[src/rtl/ptc_pkg.sv]
package ptc_pkg;
  localparam int AW = 3;
  localparam logic [AW-1:0] A_SECS  = 3'd0;
  localparam logic [AW-1:0] A_TICKS = 3'd1;
  localparam logic [AW-1:0] A_EDGE  = 3'd2;
  localparam logic [AW-1:0] A_MODE  = 3'd3;
  localparam logic [AW-1:0] A_RATE  = 3'd4;
endpackage

[src/rtl/ptc_pps_edge.sv]
module ptc_pps_edge #(
  parameter int STAGES = 2
) (
  input  logic clk,
  input  logic rst,
  input  logic pps_in,
  input  logic rise_sel,
  output logic hit
);
  localparam int LAST = STAGES - 1;

  // chain[0..LAST] synchronise, chain[STAGES] holds the previous level
  logic [STAGES:0] chain;

  always_ff @(posedge clk) begin
    if (rst) chain <= '0;
    else     chain <= {chain[LAST:0], pps_in};
  end

  logic now_lvl, old_lvl;
  assign now_lvl = chain[LAST];
  assign old_lvl = chain[STAGES];

  always_comb begin
    if (rise_sel) hit = now_lvl & ~old_lvl;
    else          hit = ~now_lvl & old_lvl;
  end
endmodule

[src/rtl/ptc_regs.sv]
module ptc_regs
  import ptc_pkg::*;
#(
  parameter int          TW           = 32,
  parameter logic [TW-1:0] DEFAULT_RATE = 32'd100_000_000
) (
  input  logic          clk,
  input  logic          rst,
  input  logic          cfg_we,
  input  logic [AW-1:0] cfg_addr,
  input  logic [TW-1:0] cfg_wdata,
  input  logic          hit,
  output logic [TW-1:0] stg_secs,
  output logic [TW-1:0] stg_ticks,
  output logic [TW-1:0] rate,
  output logic          rise_sel,
  output logic          pending,
  output logic          load_go
);
  logic imm_mode;
  logic arm_wr;

  assign arm_wr  = cfg_we && (cfg_addr == A_MODE);
  assign load_go = pending && (imm_mode || hit);

  always_ff @(posedge clk) begin
    if (rst) begin
      stg_secs  <= '0;
      stg_ticks <= '0;
      rate      <= DEFAULT_RATE;
      rise_sel  <= 1'b0;
      imm_mode  <= 1'b0;
    end else if (cfg_we) begin
      case (cfg_addr)
        A_SECS:  stg_secs  <= cfg_wdata;
        A_TICKS: stg_ticks <= cfg_wdata;
        A_EDGE:  rise_sel  <= cfg_wdata[0];
        A_MODE:  imm_mode  <= cfg_wdata[0];
        A_RATE:  rate      <= cfg_wdata;
        default: ;
      endcase
    end
  end

  always_ff @(posedge clk) begin
    if (rst)          pending <= 1'b0;
    else if (arm_wr)  pending <= 1'b1;
    else if (load_go) pending <= 1'b0;
  end
endmodule

[src/rtl/ptc_counter.sv]
module ptc_counter #(
  parameter int TW = 32
) (
  input  logic          clk,
  input  logic          rst,
  input  logic          load_go,
  input  logic          hit,
  input  logic [TW-1:0] stg_secs,
  input  logic [TW-1:0] stg_ticks,
  input  logic [TW-1:0] rate,
  output logic [TW-1:0] secs,
  output logic [TW-1:0] ticks,
  output logic [TW-1:0] cap_secs,
  output logic [TW-1:0] cap_ticks
);
  localparam int XW = TW + 1;

  logic [XW-1:0] ticks_nx;
  logic          wrap;

  assign ticks_nx = {1'b0, ticks} + XW'(1);
  assign wrap     = ticks_nx >= {1'b0, rate};

  always_ff @(posedge clk) begin
    if (rst) begin
      secs  <= '0;
      ticks <= '0;
    end else if (load_go) begin
      secs  <= stg_secs;
      ticks <= stg_ticks;
    end else if (wrap) begin
      secs  <= secs + TW'(1);
      ticks <= '0;
    end else begin
      ticks <= ticks_nx[TW-1:0];
    end
  end

  always_ff @(posedge clk) begin
    if (rst) begin
      cap_secs  <= '0;
      cap_ticks <= '0;
    end else if (hit) begin
      cap_secs  <= secs;
      cap_ticks <= ticks;
    end
  end
endmodule

[src/rtl/pps_time_counter.sv]
module pps_time_counter
  import ptc_pkg::*;
#(
  parameter int            TW           = 32,
  parameter int            SYNC_STAGES  = 2,
  parameter logic [TW-1:0] DEFAULT_RATE = 32'd100_000_000
) (
  input  logic          clk,
  input  logic          rst,
  input  logic          cfg_we,
  input  logic [2:0]    cfg_addr,
  input  logic [TW-1:0] cfg_wdata,
  input  logic          pps_in,
  output logic [TW-1:0] time_secs,
  output logic [TW-1:0] time_ticks,
  output logic [TW-1:0] pps_secs,
  output logic [TW-1:0] pps_ticks
);
  logic          hit, rise_sel, pending, load_go;
  logic [TW-1:0] stg_secs, stg_ticks, rate;

  ptc_pps_edge #(.STAGES(SYNC_STAGES)) u_edge (
    .clk(clk), .rst(rst), .pps_in(pps_in), .rise_sel(rise_sel), .hit(hit)
  );

  ptc_regs #(.TW(TW), .DEFAULT_RATE(DEFAULT_RATE)) u_regs (
    .clk(clk), .rst(rst), .cfg_we(cfg_we), .cfg_addr(cfg_addr),
    .cfg_wdata(cfg_wdata), .hit(hit), .stg_secs(stg_secs),
    .stg_ticks(stg_ticks), .rate(rate), .rise_sel(rise_sel),
    .pending(pending), .load_go(load_go)
  );

  ptc_counter #(.TW(TW)) u_cnt (
    .clk(clk), .rst(rst), .load_go(load_go), .hit(hit),
    .stg_secs(stg_secs), .stg_ticks(stg_ticks), .rate(rate),
    .secs(time_secs), .ticks(time_ticks),
    .cap_secs(pps_secs), .cap_ticks(pps_ticks)
  );
endmodule

[config.mk]
export PLATFORM = sky130hd
export DESIGN_NAME = pps_time_counter
export DESIGN_NICKNAME = d
export VERILOG_FILES = /design/src/rtl/ptc_pkg.sv /design/src/rtl/ptc_pps_edge.sv /design/src/rtl/ptc_regs.sv /design/src/rtl/ptc_counter.sv /design/src/rtl/pps_time_counter.sv
export SDC_FILE = /design/constraint.sdc
export NUM_CORES = 1
export LEC_CHECK = 0
export BUFFER_PORTS_ARGS = -buffer_cell sky130_fd_sc_hd__buf_2
export CAP_MARGIN = 20
export CORE_UTILIZATION = 59
export CTS_BUF_LIST = sky130_fd_sc_hd__clkbuf_8
export CTS_CLUSTER_SIZE = 28
export DETAILED_ROUTE_END_ITERATION = 10
export GPL_ROUTABILITY_DRIVEN = 0
export PLACE_DENSITY = 0.92
export SYNTH_ARGS = -nofsm -noshare
export SYNTH_HDL_FRONTEND = slang
export SYNTH_SLANG_ARGS = --single-unit
[constraint.sdc]
create_clock -name clk -period 4.7 [get_ports clk]
set_clock_uncertainty 0.1 [all_clocks]
set_input_delay 0.705 -clock clk [delete_from_list [all_inputs] [get_ports clk]]
set_output_delay 0.705 -clock clk [all_outputs]
set_load 0.03 [all_outputs]
Word level (Yosys, flattened, before mapping):

Index checks and enable logic that the tools add are counted.

* bits in registers: 230
* logic and storage cells: 40

* bitwise logic cells: 4
* reduce and logical (&&, ||, !) cells: 11
* add/subtract/negate cells: 2
* muxes and demuxes: 7
* equal/unequal tests: 4
* order comparisons: 1

Operators with widths (count)
* 32-bit two-way mux: 4
* 32-bit by 1-bit adder with 33-bit output, second input constant: 1
* 33-bit by 32-bit greater-or-equal comparator with 1-bit output: 1
* 32-bit by 1-bit adder with 32-bit output, second input constant: 1
* 2-bit AND reduction: 5
* 3-bit by 2-bit == test with 1-bit output, second input constant: 2
* 2-bit nonzero test: 2
* 3-bit by 1-bit == test with 1-bit output, second input constant: 1
* 3-bit == test, second input constant: 1
* 3-bit zero test: 1
* 1-bit two-way mux: 3
* 1-bit bitwise AND: 2
* 1-bit logical AND: 2
* 1-bit NOT: 2
* 1-bit logical OR: 1

Logic depth before layout (Yosys ltp):

* depth after elaboration: 7
* mapped depth: 18
* gate-level depth less buffers: 15

Hierarchy:

Synthesis repeated with hierarchy kept, for this count alone.

* cell total of the unflattened synthesis: 1166
* area total of the unflattened synthesis: 11046.8 µm²

By module, submodules not included
* ptc_counter: area an instance 6904.1 µm², cells an instance 780, instances 1
* ptc_regs: area an instance 4041.4 µm², cells an instance 377, instances 1
* ptc_pps_edge: area an instance 101.3 µm², cells an instance 9, instances 1

Worst setup path after synthesis:

No wires, ideal clock.

* path type: reg-to-reg
* start: register u_cnt.ticks[0]
* end: register u_cnt.secs[24]
* stages on the path, launching flop included: 18
* setup slack: 0.438 ns
* library setup time: 0.059 ns
* data required time: 4.541 ns
* data arrival time: 4.103 ns
* cells stage by stage: dfxtp_1 > ha_1 > nand3_2 > nor2_4 > nand4_2 > or4_1 > buf_2 > nor2_1 > xor2_1 > ha_1 > a21oi_1 > o21ai_0 > nor3_1 > nand3_1 > o21a_1 > nor2_1 > clkbuf_1 > o221a_2

* word-level cells in the longest chain between the ends: 3

RTL lines
* start: declaration: line ptc_counter.sv:12 `output logic [TW-1:0] ticks,`
* start signal: assignment: line ptc_counter.sv:30 `ticks <= stg_ticks;`
* start signal: assignment: line ptc_counter.sv:35 `ticks <= ticks_nx[TW-1:0];`
* 32-bit by 1-bit adder with 33-bit output: line ptc_counter.sv:21 `assign ticks_nx = {1'b0, ticks} + XW'(1);`
* 33-bit by 32-bit greater-or-equal comparator with 1-bit output: line ptc_counter.sv:22 `assign wrap = ticks_nx >= {1'b0, rate};`
* 2-bit nonzero test (no line)
* end signal: assignment: line ptc_counter.sv:29 `secs <= stg_secs;`
* end signal: assignment: line ptc_counter.sv:32 `secs <= secs + TW'(1);`
* end: declaration: line ptc_counter.sv:11 `output logic [TW-1:0] secs,`

No other way between the ends.
A chain may end at the register's enable or synchronous reset.

Worst setup path in the final report:

* start: register u_cnt.ticks[0]
* end: register u_cnt.secs[31]

Same word-level chain as after synthesis.

==> qor.yml <==
holdPathEnd: "u_edge.chain[0]"
ys_types: 59
min_period_over_period: 0.945
dieArea_um2: 17800
yosysTopAreaCell: "dfxtp_1"
startpoint: "u_cnt.ticks[0]"
final_cell_mix: "nand2_1 (375), dfxtp_1 (230), a21oi_1 (206), buf_2 (165), clkbuf_8 (47)"
synth_area_um2: 10200
grt_overflow: 0
yosysWarningCount: 0
ant_nets: 0
drc: 0
cts_made_buffers: 37
die_w_um: 133
coreArea_um2: 16700
wl_mm: 30.1
grt_start_max_net_pins: 74
worst_slack_ns: 0.258
cts_tree: "yes"
grt_usage: 0.335
routed_via_density: 6.12
synth_area_per_cell_um2: 7.93
first_global_vias: 9633
hold_class: "input pin to flip-flop"
drt_pre_antenna_iters: 6
drv_slew: 0
nets: 1487
leakagePower_uw: 0.00485
cp-start-kind: "flip-flop"
fin_crit_ns: 4.44
cp-end-kind: "flip-flop"
worstSetupPathType: "flip-flop to flip-flop"
io_buffer_count: 166
r2r_end: "u_cnt.secs[31]"
rows: 47
pin_count: 167
cp.arrival_ns: 4.80
fp.dieH_um: 133
rsz0062_at_grt: "false"
critPathMaxStageDelay_ns: 0.64
rr_worst_depth: 16
worstMarginPinSlew_ns: 1.12
netlist_instances: 1283
clk_pin_slew_worst_paths_ns: 0.06
vias: 10200
synth_seq_cells: 230
cts_setup_buffers: 0
setup_tns_ns: 0
synth-async-reset-ratio: 0
final_common_cell: "nand2_1"
diodes: 0
cts_max_level: 2
r2r_slack_ns: 0.26
crit-reg2reg-launch: "u_cnt.ticks[0]"
grt_pass1_wl_mm: 47.9
synth_fp_nets: 1356
wire_per_inst_um: 18.1
ys.flop_type: "dfxtp_1"
clock_sinks: 230
syn2layout_area_growth_pct: 17.5
slew_headroom: 0.253
maxCapViolCount: 0
antenna_found_initial: 0
synth_area_leaders: "dfxtp_1 (45%), nand2_1 (14%), a21oi_1 (10%), ha_1 (4.2%), a32o_1 (3.6%)"
critPathMaxFanout: 29
whs_ns: 0.305
hold_violations: 0
drive_above_1_share: 0.185
final-setup-viol-count: 0
initial_core_util: 0.609
synth.top_cell.area_share: 0.453
clk_path_buf_depth: 3
power_density_nw_per_um2: 343
clk_latency_ns: 0.54
fmax_mhz: 225
required_ns: 5.05
clock-root-buffer: "clkbuf_8"
status: "finished, final reports clean"
post-dp-hpwl_mm: 20.0
hold_depth: 2
ir_worst_vdd_mv: 0.287
crit_chain: "ha_1 -> nand3_2 -> nor2_4 -> nand4_2 -> or4_4 -> nor2_1 -> xor2_1 -> ha_1 -> a21oi_1 -> o21ai_0 -> nor3_1 -> nand3_1 -> o21a_1 -> nor2_4 -> buf_4 -> o221a_2"
drtIter0Drc: 1166
ys_seq_area_frac: 0.453
dp_slack_ns: 0.312
hp-start: "pps_in"
synth_enable_flop_cells: 0
crit_slowest_cell: "or4_4"
==> synth_stat cells (3+ instances only) <==
cell        n
nand2_1   375
dfxtp_1   230
a21oi_1   206
clkbuf_1   83
nor2_1     49
inv_1      39
a32o_1     37
ha_1       34
nand3_1    20
xnor2_1    16
nor3_1     15
o32ai_1    14
xor2_1     14
and3_1     13
o211ai_1   13
o21ai_0    13
nand4_1    11
a31oi_1     9
o221a_2     7
nor2b_1     6
nor4_1      6
a22oi_1     5
a41oi_1     4
buf_2       4
nand3b_1    4
nor3b_1     4
buf_4       3
mux2i_1     3
o31ai_1     3
or3_1       3
==> flip-flops by register name, indices dropped and copies added, names as in the netlist <==
register          count
u_cnt.cap_ticks      32
u_regs.imm_mode       1
u_regs.stg_secs      32
u_regs.rise_sel       1
u_regs.stg_ticks     32
u_edge.chain          3
u_cnt.secs           32
u_regs.rate          32
u_regs.pending        1
u_cnt.ticks          32
u_cnt.cap_secs       32
==> through the flow <==
stage / utilization / cells / cell area (um^2) / power (uW)
floorplan: - / 1283 / 10200 / 2140
global placement: 0.663 / 1593 / 11100 / 2200
detailed placement: 0.663 / 1593 / 11100 / 2210
CTS: 0.712 / 1658 / 11900 / 4100
global route: 0.716 / 1660 / 12000 / 4210
finish: 0.716 / 1660 / 12000 / 4100
==> report_power, final <==
part | internal [uW] | leakage, uW | switching [uW]
logic | 52.7 | 0.00254 | 132
registers | 1970 | 0.00186 | 20.2
clock network | 1120 | 0.000455 | 799
==> area by class of cell <==
class,count,area [um^2]
multi-input cells,921,5080
well taps,220,275
inverters,40,150
flip-flops and latches,230,4600
repair buffers,184,1020
fillers,1268,4740
clock buffers,47,647
clock inverters,18,184
==> worst max path at each step <==
stage                endpoint  slack (ns)  depth (start not counted)
2_1_floorplan  u_cnt.secs[24]        0.44                         17
3_3_place_gp   u_cnt.secs[25]        0.49                         16
3_5_place_dp   u_cnt.secs[16]        0.31                         16
4_1_cts        u_cnt.secs[31]        0.22                         16
5_1_grt         u_cnt.secs[5]        0.01                         16
6_report       u_cnt.secs[31]        0.26                         16
==> repair_timing <==
| action | CTS | global route |
|---|---|---|
| hold endpoints to repair | 0 | 0 |
| hold buffers | 0 | 0 |
| resized for setup | 0 | 1 |
| endpoints found under the setup margin | 0 | 32 |
==> critical path: cells and delay by family (launching register included) <==
kind	cells	cell delay (ns)
xor+xnor	1	0.22
flops	1	0.47
compound gates	4	0.86
buf+inv	1	0.35
simple gates	8	1.78
fa+ha+maj	2	0.56
==> per-layer routing <==
layer / vias to the layer above / share of wire / GRT usage
met5: - / 0 / 0
met4: 0 / 0.051 / 0.201
li1: 4704 / - / -
met2: 589 / 0.47 / 0.542
met1: 4747 / 0.39 / 0.421
met3: 116 / 0.094 / 0.0552
==> kinds of logic after synthesis <==
family          Yosys count  synth area share
simple gates            521             0.219
compound gates          333             0.207
flops                   230             0.453
buf+inv                 132            0.0510
fa+ha+maj                34            0.0418
xor+xnor                 30            0.0258
mux                       3           0.00295
Note: power is estimated with default switching activity, not from simulation.
